==> src/rtl/rx_ring_pkg.sv <==
package rx_ring_pkg;
  localparam int DESC_SHIFT = 3;          // 8 bytes per descriptor
  localparam int OFF_BADDR  = 0;          // 3 bytes, little endian
  localparam int OFF_STAT   = 3;
  localparam int OFF_BLEN   = 4;          // 2 bytes, negative length
  localparam int OFF_MLEN   = 6;          // 2 bytes, 12 valid bits
  localparam int FETCH_N    = 5;          // bytes prefetched after the owner check

  localparam int ST_OWN = 7;
  localparam int ST_ERR = 6;
  localparam int ST_FRM = 5;
  localparam int ST_OVF = 4;
  localparam int ST_CRC = 3;
  localparam int ST_BUF = 2;
  localparam int ST_STP = 1;
  localparam int ST_ENP = 0;

  typedef enum logic [2:0] {
    S_OFF, S_POLL, S_CHK, S_FETCH, S_READY, S_RECV, S_WB
  } rx_state_e;

  function automatic logic [7:0] status_byte(input logic ovf, input logic crc);
    logic [7:0] s;
    s         = '0;
    s[ST_STP] = 1'b1;
    s[ST_ENP] = ~ovf;
    s[ST_OVF] = ovf;
    s[ST_CRC] = crc;
    s[ST_ERR] = ovf | crc;
    return s;
  endfunction

  function automatic int fetch_off(input logic [2:0] step);
    case (step)
      3'd0:    return OFF_BADDR;
      3'd1:    return OFF_BADDR + 1;
      3'd2:    return OFF_BADDR + 2;
      3'd3:    return OFF_BLEN;
      default: return OFF_BLEN + 1;
    endcase
  endfunction
endpackage

==> src/rtl/rx_ring_index.sv <==
module rx_ring_index
  import rx_ring_pkg::*;
#(
  parameter int AW    = 24,
  parameter int PTR_W = 32,
  parameter int LOGW  = 3,
  parameter int IDX_W = (1 << LOGW) - 1
) (
  input  logic             clk_i,
  input  logic             rst_ni,
  input  logic             init_i,
  input  logic [PTR_W-1:0] ring_ptr_i,
  input  logic             adv_i,
  output logic [AW-1:0]    desc_addr_o,
  output logic [IDX_W-1:0] idx_o,
  output logic [LOGW-1:0]  log2_o
);
  logic [AW-1:0]    base_q;
  logic [LOGW-1:0]  log2_q;
  logic [IDX_W-1:0] idx_q, mask;

  always_comb begin
    for (int i = 0; i < IDX_W; i++) mask[i] = (i < int'(log2_q));
  end

  always_ff @(posedge clk_i or negedge rst_ni) begin
    if (!rst_ni) begin
      base_q <= '0;
      log2_q <= '0;
      idx_q  <= '0;
    end else if (init_i) begin
      base_q <= ring_ptr_i[AW-1:0];
      log2_q <= ring_ptr_i[PTR_W-1 -: LOGW];
      idx_q  <= '0;
    end else if (adv_i) begin
      idx_q  <= (idx_q + 1'b1) & mask;
    end
  end

  assign desc_addr_o = base_q + AW'({idx_q, {DESC_SHIFT{1'b0}}});
  assign idx_o       = idx_q;
  assign log2_o      = log2_q;
endmodule

==> src/rtl/rx_ring_buf.sv <==
module rx_ring_buf #(
  parameter int AW     = 24,
  parameter int BAW    = 24,
  parameter int BLEN_W = 16,
  parameter int CNT_W  = 16,
  parameter int MLEN_W = 12
) (
  input  logic              clk_i,
  input  logic              rst_ni,
  input  logic              cap_en_i,
  input  logic [2:0]        cap_sel_i,
  input  logic [7:0]        cap_data_i,
  input  logic              start_i,
  input  logic              take_i,
  output logic [AW-1:0]     wr_addr_o,
  output logic              room_o,
  output logic [MLEN_W-1:0] mlen_o,
  output logic              ovf_o
);
  localparam int BAW_BYTES = BAW / 8;

  logic [BAW-1:0]    baddr_q;
  logic [BLEN_W-1:0] blen_q;
  logic [CNT_W-1:0]  cnt_q, cnt_cur, cnt_nxt, buf_len;
  logic              ovf_q;

  assign buf_len = CNT_W'(~blen_q + 1'b1);
  assign cnt_cur = start_i ? '0 : cnt_q;
  assign cnt_nxt = (&cnt_cur) ? cnt_cur : cnt_cur + 1'b1;
  assign room_o  = cnt_cur < buf_len;

  always_ff @(posedge clk_i or negedge rst_ni) begin
    if (!rst_ni) begin
      baddr_q <= '0;
      blen_q  <= '0;
      cnt_q   <= '0;
      ovf_q   <= 1'b0;
    end else begin
      if (cap_en_i) begin
        if (int'(cap_sel_i) < BAW_BYTES) baddr_q[8*cap_sel_i +: 8] <= cap_data_i;
        else blen_q[8*(cap_sel_i - 3'(BAW_BYTES)) +: 8] <= cap_data_i;
      end
      if (take_i) begin
        cnt_q <= cnt_nxt;
        ovf_q <= (start_i ? 1'b0 : ovf_q) | ~room_o;
      end
    end
  end

  assign wr_addr_o = AW'(baddr_q + BAW'(cnt_cur));
  assign mlen_o    = MLEN_W'((cnt_q < buf_len) ? cnt_q : buf_len);
  assign ovf_o     = ovf_q;
endmodule

==> src/rtl/rx_ring_mgr.sv <==
module rx_ring_mgr
  import rx_ring_pkg::*;
#(
  parameter int AW     = 24,
  parameter int PTR_W  = 32,
  parameter int LOGW   = 3,
  parameter int CNT_W  = 16,
  parameter int MLEN_W = 12
) (
  input  logic             clk_i,
  input  logic             rst_ni,
  input  logic             init_i,
  input  logic [PTR_W-1:0] ring_ptr_i,
  input  logic             rx_valid_i,
  input  logic [7:0]       rx_data_i,
  input  logic             rx_sof_i,
  input  logic             rx_eof_i,
  input  logic             rx_crc_err_i,
  output logic             ram_req_o,
  output logic             ram_we_o,
  output logic [AW-1:0]    ram_addr_o,
  output logic [7:0]       ram_wdata_o,
  input  logic [7:0]       ram_rdata_i,
  output logic             rx_irq_o,
  output logic             missed_o
);
  localparam int IDX_W   = (1 << LOGW) - 1;
  localparam int WB_LAST = 2;

  rx_state_e         state_q;
  logic [2:0]        step_q;
  logic              crc_q, irq_q, miss_q;
  logic [AW-1:0]     desc_addr, wr_addr;
  logic [IDX_W-1:0]  idx_w;
  logic [LOGW-1:0]   log2_w;
  logic [MLEN_W-1:0] mlen;
  logic              room, ovf;
  logic              start_ok, take, frame_end, miss, wb_last, cap_en;
  logic [15:0]       mlen16;

  assign start_ok  = (state_q == S_READY) && rx_valid_i && rx_sof_i;
  assign take      = start_ok || ((state_q == S_RECV) && rx_valid_i);
  assign frame_end = take && rx_eof_i;
  assign miss      = rx_valid_i && rx_sof_i &&
                     !(state_q inside {S_OFF, S_READY, S_RECV});
  assign wb_last   = (state_q == S_WB) && (step_q == 3'(WB_LAST));
  assign cap_en    = (state_q == S_FETCH) && (step_q != '0);
  assign mlen16    = 16'(mlen);

  rx_ring_index #(.AW(AW), .PTR_W(PTR_W), .LOGW(LOGW), .IDX_W(IDX_W)) u_index (
    .clk_i       (clk_i),
    .rst_ni      (rst_ni),
    .init_i      (init_i),
    .ring_ptr_i  (ring_ptr_i),
    .adv_i       (wb_last && !init_i),
    .desc_addr_o (desc_addr),
    .idx_o       (idx_w),
    .log2_o      (log2_w)
  );

  rx_ring_buf #(.AW(AW), .CNT_W(CNT_W), .MLEN_W(MLEN_W)) u_buf (
    .clk_i      (clk_i),
    .rst_ni     (rst_ni),
    .cap_en_i   (cap_en),
    .cap_sel_i  (step_q - 3'd1),
    .cap_data_i (ram_rdata_i),
    .start_i    (start_ok),
    .take_i     (take),
    .wr_addr_o  (wr_addr),
    .room_o     (room),
    .mlen_o     (mlen),
    .ovf_o      (ovf)
  );

  // memory port mux
  always_comb begin
    ram_req_o   = 1'b0;
    ram_we_o    = 1'b0;
    ram_addr_o  = '0;
    ram_wdata_o = '0;
    unique case (state_q)
      S_POLL: begin
        ram_req_o  = 1'b1;
        ram_addr_o = desc_addr + AW'(OFF_STAT);
      end
      S_FETCH: if (step_q < 3'(FETCH_N)) begin
        ram_req_o  = 1'b1;
        ram_addr_o = desc_addr + AW'(fetch_off(step_q));
      end
      S_READY, S_RECV: if (take && room) begin
        ram_req_o   = 1'b1;
        ram_we_o    = 1'b1;
        ram_addr_o  = wr_addr;
        ram_wdata_o = rx_data_i;
      end
      S_WB: begin
        ram_req_o = 1'b1;
        ram_we_o  = 1'b1;
        case (step_q)
          3'd0: begin
            ram_addr_o  = desc_addr + AW'(OFF_MLEN);
            ram_wdata_o = mlen16[7:0];
          end
          3'd1: begin
            ram_addr_o  = desc_addr + AW'(OFF_MLEN + 1);
            ram_wdata_o = mlen16[15:8];
          end
          default: begin // owner released last
            ram_addr_o  = desc_addr + AW'(OFF_STAT);
            ram_wdata_o = status_byte(ovf, crc_q);
          end
        endcase
      end
      default: ;
    endcase
  end

  always_ff @(posedge clk_i or negedge rst_ni) begin
    if (!rst_ni) begin
      state_q <= S_OFF;
      step_q  <= '0;
      crc_q   <= 1'b0;
      irq_q   <= 1'b0;
      miss_q  <= 1'b0;
    end else begin
      irq_q  <= wb_last && !init_i;
      miss_q <= miss;
      if (init_i) begin
        state_q <= S_POLL;
        step_q  <= '0;
        crc_q   <= 1'b0;
      end else begin
        unique case (state_q)
          S_OFF:  ;
          S_POLL: state_q <= S_CHK;
          S_CHK: begin
            step_q  <= '0;
            state_q <= ram_rdata_i[ST_OWN] ? S_FETCH : S_POLL;
          end
          S_FETCH: begin
            step_q <= step_q + 3'd1;
            if (step_q == 3'(FETCH_N)) state_q <= S_READY;
          end
          S_READY, S_RECV: begin
            if (start_ok) state_q <= S_RECV;
            if (frame_end) begin
              state_q <= S_WB;
              step_q  <= '0;
              crc_q   <= rx_crc_err_i;
            end
          end
          S_WB: begin
            step_q <= step_q + 3'd1;
            if (wb_last) state_q <= S_POLL;
          end
          default: state_q <= S_OFF;
        endcase
      end
    end
  end

  assign rx_irq_o = irq_q;
  assign missed_o = miss_q;
endmodule

==> config.mk <==
export PLATFORM = sky130hd
export DESIGN_NAME = rx_ring_mgr
export DESIGN_NICKNAME = d
export VERILOG_FILES = /design/src/rtl/rx_ring_pkg.sv /design/src/rtl/rx_ring_index.sv /design/src/rtl/rx_ring_buf.sv /design/src/rtl/rx_ring_mgr.sv
export SDC_FILE = /design/constraint.sdc
export NUM_CORES = 1
export LEC_CHECK = 0
export BUFFER_PORTS_ARGS = -buffer_cell sky130_fd_sc_hd__buf_2
export CAP_MARGIN = 10
export CORE_ASPECT_RATIO = 1.1
export CORE_UTILIZATION = 35
export CTS_CLUSTER_DIAMETER = 100
export CTS_CLUSTER_SIZE = 30
export DETAILED_ROUTE_END_ITERATION = 8
export GPL_TIMING_DRIVEN = 0
export PLACE_DENSITY_LB_ADDON = 0.08
export SYNTH_ARGS = -nofsm -noshare
export SYNTH_HDL_FRONTEND = slang
export SYNTH_SLANG_ARGS = --single-unit
==> constraint.sdc <==
create_clock -name clk_i -period 9.9 [get_ports clk_i]
set_clock_uncertainty 0.2 [all_clocks]
set_input_delay 1.98 -clock clk_i [delete_from_list [all_inputs] [get_ports clk_i]]
set_output_delay 1.98 -clock clk_i [all_outputs]
set_load 0.01 [all_outputs]
# Word-level counts from Yosys, hierarchy flattened
# Cells that the tools add are included.
[totals]
regBits = 100
in_bits = 55
word_cells = 128
[classes]
n_reduce_logical = 30
addsub = 14
muxes = 35
n_eq_ne = 15
n_shift = 4
bitwise = 7
magnitude_cmp = 11
[ops]
columns = ["cell", "count"]
rows = [
  ["24-bit two-way mux", 4],
  ["24-bit case mux with 4 select lines", 1],
  ["24-bit by 3-bit adder with 24-bit output (second input constant)", 2],
  ["24-bit case mux with 2 select lines", 1],
  ["32-bit negator with 34-bit output", 1],
  ["6-bit negator with 34-bit output", 1],
  ["8-bit by 34-bit variable shift with 16-bit output (first input constant)", 1],
  ["8-bit by 34-bit variable shift with 24-bit output (first input constant)", 1],
  ["8-bit by 34-bit indexed part select with 16-bit output", 1],
  ["8-bit by 34-bit indexed part select with 24-bit output", 1],
  ["16-bit by 1-bit adder with 16-bit output (second input constant)", 2],
  ["16-bit less-than comparator", 2],
  ["16-bit two-way mux", 2],
  ["8-bit case mux with 2 select lines", 2],
  ["24-bit by 10-bit adder with 24-bit output", 1],
  ["24-bit by 16-bit adder with 24-bit output", 1],
  ["24-bit by 2-bit adder with 24-bit output (second input constant)", 1],
  ["24-bit adder", 1],
  ["24-bit bitwise mux", 1],
  ["3-bit two-way mux", 7],
  ["3-bit case mux with 6 select lines", 1],
  ["16-bit bitwise mux", 1],
  ["16-bit NOT", 1],
  ["16-bit AND reduction", 1],
  ["other kinds (38)", 78],
]

# Depth between registers and ports, before layout
# Gate-level depths: netlist of the first run.
[depth]
ltp_word = 8
ltp_mapped = 17
depth_no_buf = 15

# Modules after synthesis
# From an unflattened synthesis of the first run, not the netlist that was laid out.
[unflattened]
cells_unflattened = 1152
hier_area_um2 = 9675.5
[modules_own_cells]
columns = ["mod", "seq_area_each_um2", "area_each_um2", "cells_per_inst", "instances"]
rows = [
  ["rx_ring_buf", 1426.4, 4625.7, 518, 1],
  ["rx_ring_mgr", 225.2, 3071.7, 461, 1],
  ["rx_ring_index", 850.8, 1978.1, 173, 1],
]

# Least setup slack after synthesis of the first run
# Ideal clock, no wire load.
[synth_path]
path_kind = "input-to-output"
from = "input port rx_sof_i"
to = "output port ram_addr_o[21]"
cell_stages = 14
arrival_time_ns = 5.063
slack_ns = 2.657
t_required_ns = 7.720
path_cell_list = "nand2_1 or3_1 clkbuf_1 and2_1 ha_1 a21o_1 a211oi_1 nor4_1 nor3_1 a31oi_1 o21ai_0 a21oi_1 xor2_1 a2111o_1"
[synth_between]
elab_chain_cells = 6
word_cells_on_any_way = 8
cone_classes = "add/sub: 1; order compare: 1; mux: 3; reduce/logical: 3"
[synth_lines]
columns = ["element", "line", "text"]
rows = [
  ["start, declared", "rx_ring_mgr.sv:16", "input logic rx_sof_i,"],
  ["1-bit logical AND (*)", "rx_ring_mgr.sv:41", "assign start_ok = (state_q == S_READY) && rx_valid_i && rx_sof_i;"],
  ["branches (longest 3 deep; another with 24-bit by 16-bit adder with 24-bit output)", "-", ""],
  ["24-bit two-way mux (*)", "rx_ring_mgr.sv:90", "S_READY, S_RECV: if (take && room) begin"],
  ["24-bit case mux with 4 select lines (*)", "rx_ring_mgr.sv:81", "unique case (state_q)"],
  ["end, declared", "rx_ring_mgr.sv:21", "output logic [AW-1:0] ram_addr_o,"],
]
# Mark *: on every way between the ends.

# Worst setup path after layout of the first run
[layout_path]
from = "input port rx_valid_i"
to = "output port ram_addr_o[21]"
[layout_between]
elab_chain_cells = 7
word_cells_on_any_way = 10
cone_classes = "add/sub: 1; order compare: 1; mux: 3; reduce/logical: 5"
[layout_lines]
columns = ["element", "line", "text"]
rows = [
  ["start, declared", "rx_ring_mgr.sv:14", "input logic rx_valid_i,"],
  ["branches (longest 5 deep; another with 24-bit by 16-bit adder with 24-bit output)", "-", ""],
  ["24-bit two-way mux (*)", "rx_ring_mgr.sv:90", ""],
  ["24-bit case mux with 4 select lines (*)", "rx_ring_mgr.sv:81", ""],
]
# Marks and branches as above.

==> metrics.cfg, run 1 <==
[outcome]
outcome = finished, final reports clean

[timing]
worst_slack_ns = 1.39
setup_viol = 0
fmax_mhz = 117
hold_viol = 0
tightest_slew_ns = 0.935
slew_headroom_pct = 37.0
fin_crit_sh_pct = 86.0
setup-tns-final_ns = 0
drv_slew = 0
rsz0062_at_grt = false
min_period_ns = 8.51

[hold_path]
min-delay-start = u_buf.baddr_q[19]$_DFFE_PN0P_
min_to = u_buf.baddr_q[19]$_DFFE_PN0P_
min_path_cells = 2
min_path_type = reg -> reg

[critical_path]
path_buf_inv = 3
path_cells = buf_2, nand2_1, nor3_1, clkbuf_1, nor2_1, ha_1, o21a_1, o211ai_1, nor4_1, nor3_1, a31oi_1, o21ai_0, a21oi_1, xor2_1, a2111o_1, buf_2
reg2reg_depth = 15
cp.arrival_ns = 6.33
timing.rr.end = u_buf.cnt_q[15]$_DFFE_PN0N_
cpPeakStageDelay_ns = 0.48
crit_family = compound AO/OA/AOI/OAI gates
startpoint_type = input port
cp_slowest_cell = o21ai_0
critPathMaxFanout = 10
cp-end-kind = primary output
critPathKind = in -> out
worstPathRequired_ns = 7.72
r2r_slack_ns = 5.43
r2r_start = state_q[2]$_DFFE_PN0P_

[pwr]
swShare_pct = 38.0
power.leakage_nw = 5.06
internal_power_mw = 0.783
net-switching-power_mw = 0.479
max-vdd-ir-drop_uv = 113
p_per_area_mw_per_mm2 = 110
p_total_mw = 1.26
pwr-share-clk_pct = 32.0
comb_power_share_pct = 32.6
p_seq_share_pct = 35.4

[layout]
finalNonFillerCells = 1738
regArea_mm2 = 0.00250
fin_nets = 1503
synthToLayoutAreaGrowth_pct = 12.3
fill_cells = 3023
multiInputGateArea_mm2 = 0.00718
final_util_pct = 40.0
n_antenna_cell = 0
layout-drive-gt1-share_pct = 15.3

[synth]
synth_nets = 1405
avgSynthCellArea_um2 = 8.05
ys_ff_latch = 100
synth_flop_cell = dfrtp_1
ys_types = 98
yosys.area.top_type = dfrtp_1
seq_area_frac_synth_pct = 24.5
async_reset_ff_share_pct = 100
synth_common_cells = 166 x nand2_1, 115 x o21ai_0, 100 x dfrtp_1, 96 x nor2_1, 86 x a21oi_1
yosys-top-cells-area = dfrtp_1 25%, ha_1 9.8%, nand2_1 6.1%, o21ai_0 5.6%, mux2_2 4.3%
synth-edff-count = 0
syn_inst = 1267
yosys_warnings = 0
synth_top_area_share_pct = 24.5
syn_area_mm2 = 0.0102
yosysMostFrequentCell = nand2_1

[global_route]
grt_pass1_vias = 9761
grt_pass1_wl_mm = 57.7
antenna_found_initial = 0
grt_max_degree = 63
gr-total-overflow = 0
track_usage_pct = 25.7

[placement]
dp_hpwl_mm = 30.1
dp_slack_ns = 1.40
gp_congestion = 0.971
portBuffers = 85
dp.cells = 1721

[cts]
cts_tree = built
cts_setup_buffers = 0
path_clk_slew_ns = 0.07
cts_root_buf = clkbuf_16
cts_made_buffers = 9
cts_sinks = 100
cts_hold_buf = 0
clock_latency_ns = 0.38
h-tree-depth = 3
cts_resized = 0
cts_buffer_depth = 2

[routing]
wirelength_mm = 37.6
wl_per_cell_um = 21.6
drc = 0
vias_per_cell = 5.76
drt_iter0_drc = 815
dr.pass1.iters = 5
final_antenna_net_count = 0
num_vias = 10000

[run]
cap_violations = 0

[floorplanning]
start_util_pct = 35.6
placementRows = 65
die_w_um = 165
io_pins = 91
core_mm2 = 0.0286
die_h_um = 181
die_area_mm2 = 0.0298

==> metrics by stage <==
step / hold slack (ns) / cell area (um^2)
6_report: 0.315 / 11400
5_1_grt: 0.331 / 11400
4_1_cts: 0.309 / 11400
3_5_place_dp: 0.292 / 11100
3_3_place_gp: 0.269 / 11100
2_1_floorplan: 0.250 / 10200
==> layout by cell type (no fill, tap or decap), types with 7 or more instances in the layout <==
cell type	synthesis	layout
o21ai_0	115	115
mux2_2	39	39
nand3_1	36	36
clkbuf_1	40	40
nor3_1	38	38
nand2_1	166	166
and3_1	10	10
o21a_1	7	7
buf_2	1	85
a21o_1	21	21
o22ai_1	14	14
o211ai_1	18	18
a22oi_1	12	12
a21oi_1	86	86
inv_1	40	40
dfrtp_1	100	100
xor2_1	33	33
nand3b_1	7	7
a211oi_1	14	14
mux2i_1	14	14
o221ai_1	9	9
nand4_1	26	26
ha_1	80	80
nor2_1	96	96
xnor2_1	43	43
nand2b_1	9	9
clkbuf_16	0	9
nor4_1	15	15
and2_1	13	13
a221oi_1	7	7
==> cell type report <==
| class | instances | share of cell area [%] |
|---|---|---|
| plain buffers | 64 | 3.21 |
| inverters | 40 | 1.31 |
| well taps | 368 | 4.02 |
| repair buffers | 87 | 4.04 |
| clock inverters | 7 | 0.896 |
| flip-flops and latches | 100 | 21.9 |
| multi-input cells | 1063 | 62.7 |
| clock buffers | 9 | 1.97 |
==> power groups by stage <==
stage                     clock, mW  combinational, mW  sequential, mW
final                         0.404              0.412           0.446
after global routing          0.427              0.451           0.450
after CTS                     0.418              0.409           0.447
after detailed placement          0              0.407           0.454
after global placement            0              0.404           0.455
after floorplan                   0              0.266           0.448
==> worst reg2reg max path, stage by stage, from the launching register on <==
cell and delay (ns):
dfrtp_1 0.32, clkbuf_1 0.32, nand2b_1 0.28, or3_1 0.49, clkbuf_1 0.27, and2_1 0.35, ha_1 0.28, nand2_1 0.07
or3_1 0.14, or3_1 0.14, o2111ai_1 0.21, nor4_1 0.56, and3_1 0.30, nand3_1 0.13, nor3_1 0.20, xor2_1 0.16
==> flip-flops by register name, summed over array words and instances (netlist names) <==
name and count:
rx_irq_o 1, missed_o 1, u_index.log2_o 3, u_buf.ovf_o 1
u_buf.blen_q 16, u_index.base_q 24, crc_q 1, state_q 3
u_buf.cnt_q 16, u_index.idx_o 7, step_q 3, u_buf.baddr_q 24
==> worst max-delay path by stage <==
stage | from | end | slack (ns) | cells after the start
after CTS | rx_valid_i | ram_addr_o[21] | 1.38 | 16
after floorplan | rx_sof_i | ram_addr_o[21] | 2.66 | 14
after detailed placement | rx_valid_i | ram_addr_o[21] | 1.40 | 16
after global routing | rx_valid_i | ram_addr_o[17] | 0.96 | 16
after global placement | rx_valid_i | ram_addr_o[21] | 1.38 | 16
final | rx_valid_i | ram_addr_o[21] | 1.39 | 16
==> cell families after synthesis <==
logic type                 Yosys count  share of synthesized area, %
xor gates and xnor gates            78                          6.96
DFF                                100                          24.5
muxes                               53                          5.68
buffers and inverters              104                          5.08
and+or+nand+nor                    472                          23.1
adders and majority gates           83                          10.4
AOI/OAI and AO/OA                  377                          24.3
==> layer usage <==
metal | vias up | part of all wire [%] | GRT usage (%)
li1 | 4854 | - | -
met4 | 0 | 4.8 | 12.7
met3 | 82 | 4.7 | 3.37
met1 | 4751 | 42 | 31.4
met5 | - | 0 | 0
met2 | 331 | 48 | 43.8
Note: power is estimated with default switching activity, not from simulation.
==> run 2, diff against run 1 <==
Settings changed: CORE_UTILIZATION 35 to 51, PLACE_DENSITY set to 0.71, PLACE_DENSITY_LB_ADDON 0.08 to not set.
==> run 2 against run 1 <==
Register-to-register slack better by 0.20 ns. Via count grew 3.5%. First-iteration DRC count grew 13%. Final cell count down 7.0%. Total power fell by 1.4%. Global-route usage grew 9.4 points. Utilization increased by 18 points. Clock-buffer cell count is the same. Wire length fell by 6.9%. Critical path depth is the same. Highest routed layer unchanged.
==> metrics.cfg, run 2 (synthesis gave the netlist of run 1 again) <==
[outcome]
outcome = finished, final reports clean

[timing]
tightest_slew_ns = 1.15  ; +0.219 ns
min_period_ns = 8.44  ; -0.0702 ns
fin_hold_ws_ns = 0.294  ; -0.0207 ns
fmax_mhz = 118  ; +0.83%
setup_viol = 0  ; unchanged
rsz0062_at_grt = false
hold_viol = 0  ; unchanged
slew_headroom_pct = 22.5  ; -15 points
setup-tns-final_ns = 0  ; unchanged
drv_slew = 0  ; unchanged
fin_crit_sh_pct = 85.3  ; -0.71 points

[critical_path]
r2r_start = state_q[2]$_DFFE_PN0P_
crit_start = rx_valid_i
cp-end-kind = primary output
startpoint_type = input port
worstPathRequired_ns = 7.72  ; about the same
cpPeakStageDelay_ns = 0.52  ; +0.04 ns
critPathMaxFanout = 10  ; unchanged
path_cells = buf_2, nand2_1, or3_1, clkbuf_1, and2_1, fa_1, a211oi_1, o21a_1, o21ai_0, a21oi_1, o211ai_1, a41oi_1, nor3b_1, xnor2_1, o211ai_1, buf_2
critPathKind = in -> out
cp.arrival_ns = 6.26  ; -0.07 ns
cp_slowest_cell = xnor2_1

[pwr]
p_total_mw = 1.25  ; -1.4%
power.leakage_nw = 5.04  ; -0.28%
p_per_area_mw_per_mm2 = 110  ; +0.23%
max-vdd-ir-drop_uv = 119  ; +5.6%

[placement]
dp.cells = 1600  ; -7.0%
dp_hpwl_mm = 27.8  ; -7.6%
gp_congestion = 1.04  ; +7.2%
portBuffers = 85  ; unchanged
place_area_mm2 = 0.0110  ; -1.4%

[routing]
vias_per_cell = 6.42  ; +11%
final_antenna_net_count = 0  ; unchanged
wirelength_mm = 35.0  ; -6.9%
wl_per_cell_um = 21.7  ; +0.15%
drt_iter0_drc = 924  ; +13%
num_vias = 10400  ; +3.5%
drc = 0  ; unchanged
dr.pass1.iters = 5  ; unchanged

[layout]
layout-drive-gt1-share_pct = 15.1  ; -0.12 points
largestRegisters = u_buf.baddr_q (24), u_index.base_q (24)
final_common_cell = nand2_1
layout_common_cells = 166 x nand2_1, 115 x o21ai_0, 100 x dfrtp_1
fin_nets = 1502  ; -0.067%
fill_cells = 1825  ; -40%
stdcell_area_mm2 = 0.0113  ; -1.6%
finalNonFillerCells = 1616  ; -7.0%
synthToLayoutAreaGrowth_pct = 10.5

[cts]
cts_sinks = 100  ; unchanged
h-tree-depth = 3  ; unchanged
cts_hold_buf = 0  ; unchanged
cts_made_buffers = 9  ; unchanged
path_clk_slew_ns = 0.07  ; about the same
cts_buffer_depth = 2  ; unchanged
cts_resized = 0  ; unchanged
clock_latency_ns = 0.37  ; about the same
cts_root_buf = clkbuf_16
cts_tree = built
cts_setup_buffers = 0  ; unchanged

[global_route]
antenna_found_initial = 0  ; unchanged
grt_pass1_vias = 9649  ; -1.1%
track_usage_pct = 35.1  ; +9.4 points
gr-total-overflow = 0  ; unchanged
grt_max_degree = 70  ; +11%
grt_pass1_wl_mm = 54.3  ; -6.0%

[floorplanning]
die_area_mm2 = 0.0206  ; -31%
core_mm2 = 0.0194  ; -32%
io_pins = 91  ; unchanged
die_h_um = 150  ; -17%
die_w_um = 137  ; -17%
placementRows = 53  ; -18%
start_util_pct = 52.7  ; +17 points

[run]
cap_violations = 0  ; unchanged

[hold_path]
min_path_type = reg -> reg
min-delay-start = u_buf.baddr_q[15]$_DFFE_PN0P_

-- run 2: changes by cell type in the layout (fill, tap and decap cells not counted), sizes merged --
cell    previous run  this run
inv               43        44
diode              0         1
clkbuf            56        55
clkinv             3         1
-- run 2: final cells by class --
class                   instances  area [um^2]  area share [%]
clock buffers                   9          225            2.00
inverters                      40          150            1.33
clock inverters                 6         78.8           0.699
multi-input cells            1063         7180            63.7
flip-flops and latches        100         2500            22.2
diodes                          1         2.50          0.0222
repair buffers                 86          455            4.04
plain buffers                  64          368            3.26
well taps                     247          309            2.74
-- run 2: layer usage --
| layer | global-route usage, % | up-vias | routed length (um) |
|---|---|---|---|
| met3 | 6.16 | 130 | 2420 |
| met4 | 18.0 | 0 | 1780 |
| met2 | 56.5 | 450 | 16000 |
| met5 | 0 | - | 0 |
| li1 | - | 4857 | - |
| met1 | 45.1 | 4930 | 14800 |
-- run 2: critical path: cells and delay by family --
family | cells | cell delay (ns)
buffers and inverters | 3 | 0.59
XOR/XNOR | 1 | 0.52
adder cells (fa/ha/maj) | 1 | 0.48
AND/OR/NAND/NOR | 4 | 1.00
AO/OA/AOI/OAI | 7 | 1.69
-- run 2: worst paths after layout --
check / end / slack [ns] / cells after the start
min: u_buf.baddr_q[15]$_DFFE_PN0P_ / 0.29 / 2
min in group asynchronous: u_index.base_q[18]$_DFFE_PN0P_ / 1.36 / 1
max: ram_addr_o[22] / 1.46 / 16
max reg2reg: u_buf.cnt_q[15]$_DFFE_PN0N_ / 5.63 / 15
min reg2reg: u_buf.baddr_q[15]$_DFFE_PN0P_ / 0.29 / 2
max in group asynchronous: u_buf.baddr_q[8]$_DFFE_PN0P_ / 7.42 / 2
-- run 2: report_power, final --
group | total [mW] | switching (mW) | internal, mW | leakage (nW)
registers | 0.447 | 0.0212 | 0.425 | 1.18
logic | 0.414 | 0.263 | 0.151 | 3.71
clock network | 0.385 | 0.184 | 0.201 | 0.150
-- run 2: stage by stage --
step	setup WS [ns]	utilization, %
detailed placement	1.58	56.6
floorplan	2.66	-
CTS	1.57	58.2
global placement	1.65	56.5
finish	1.46	58.2
global route	1.30	58.2
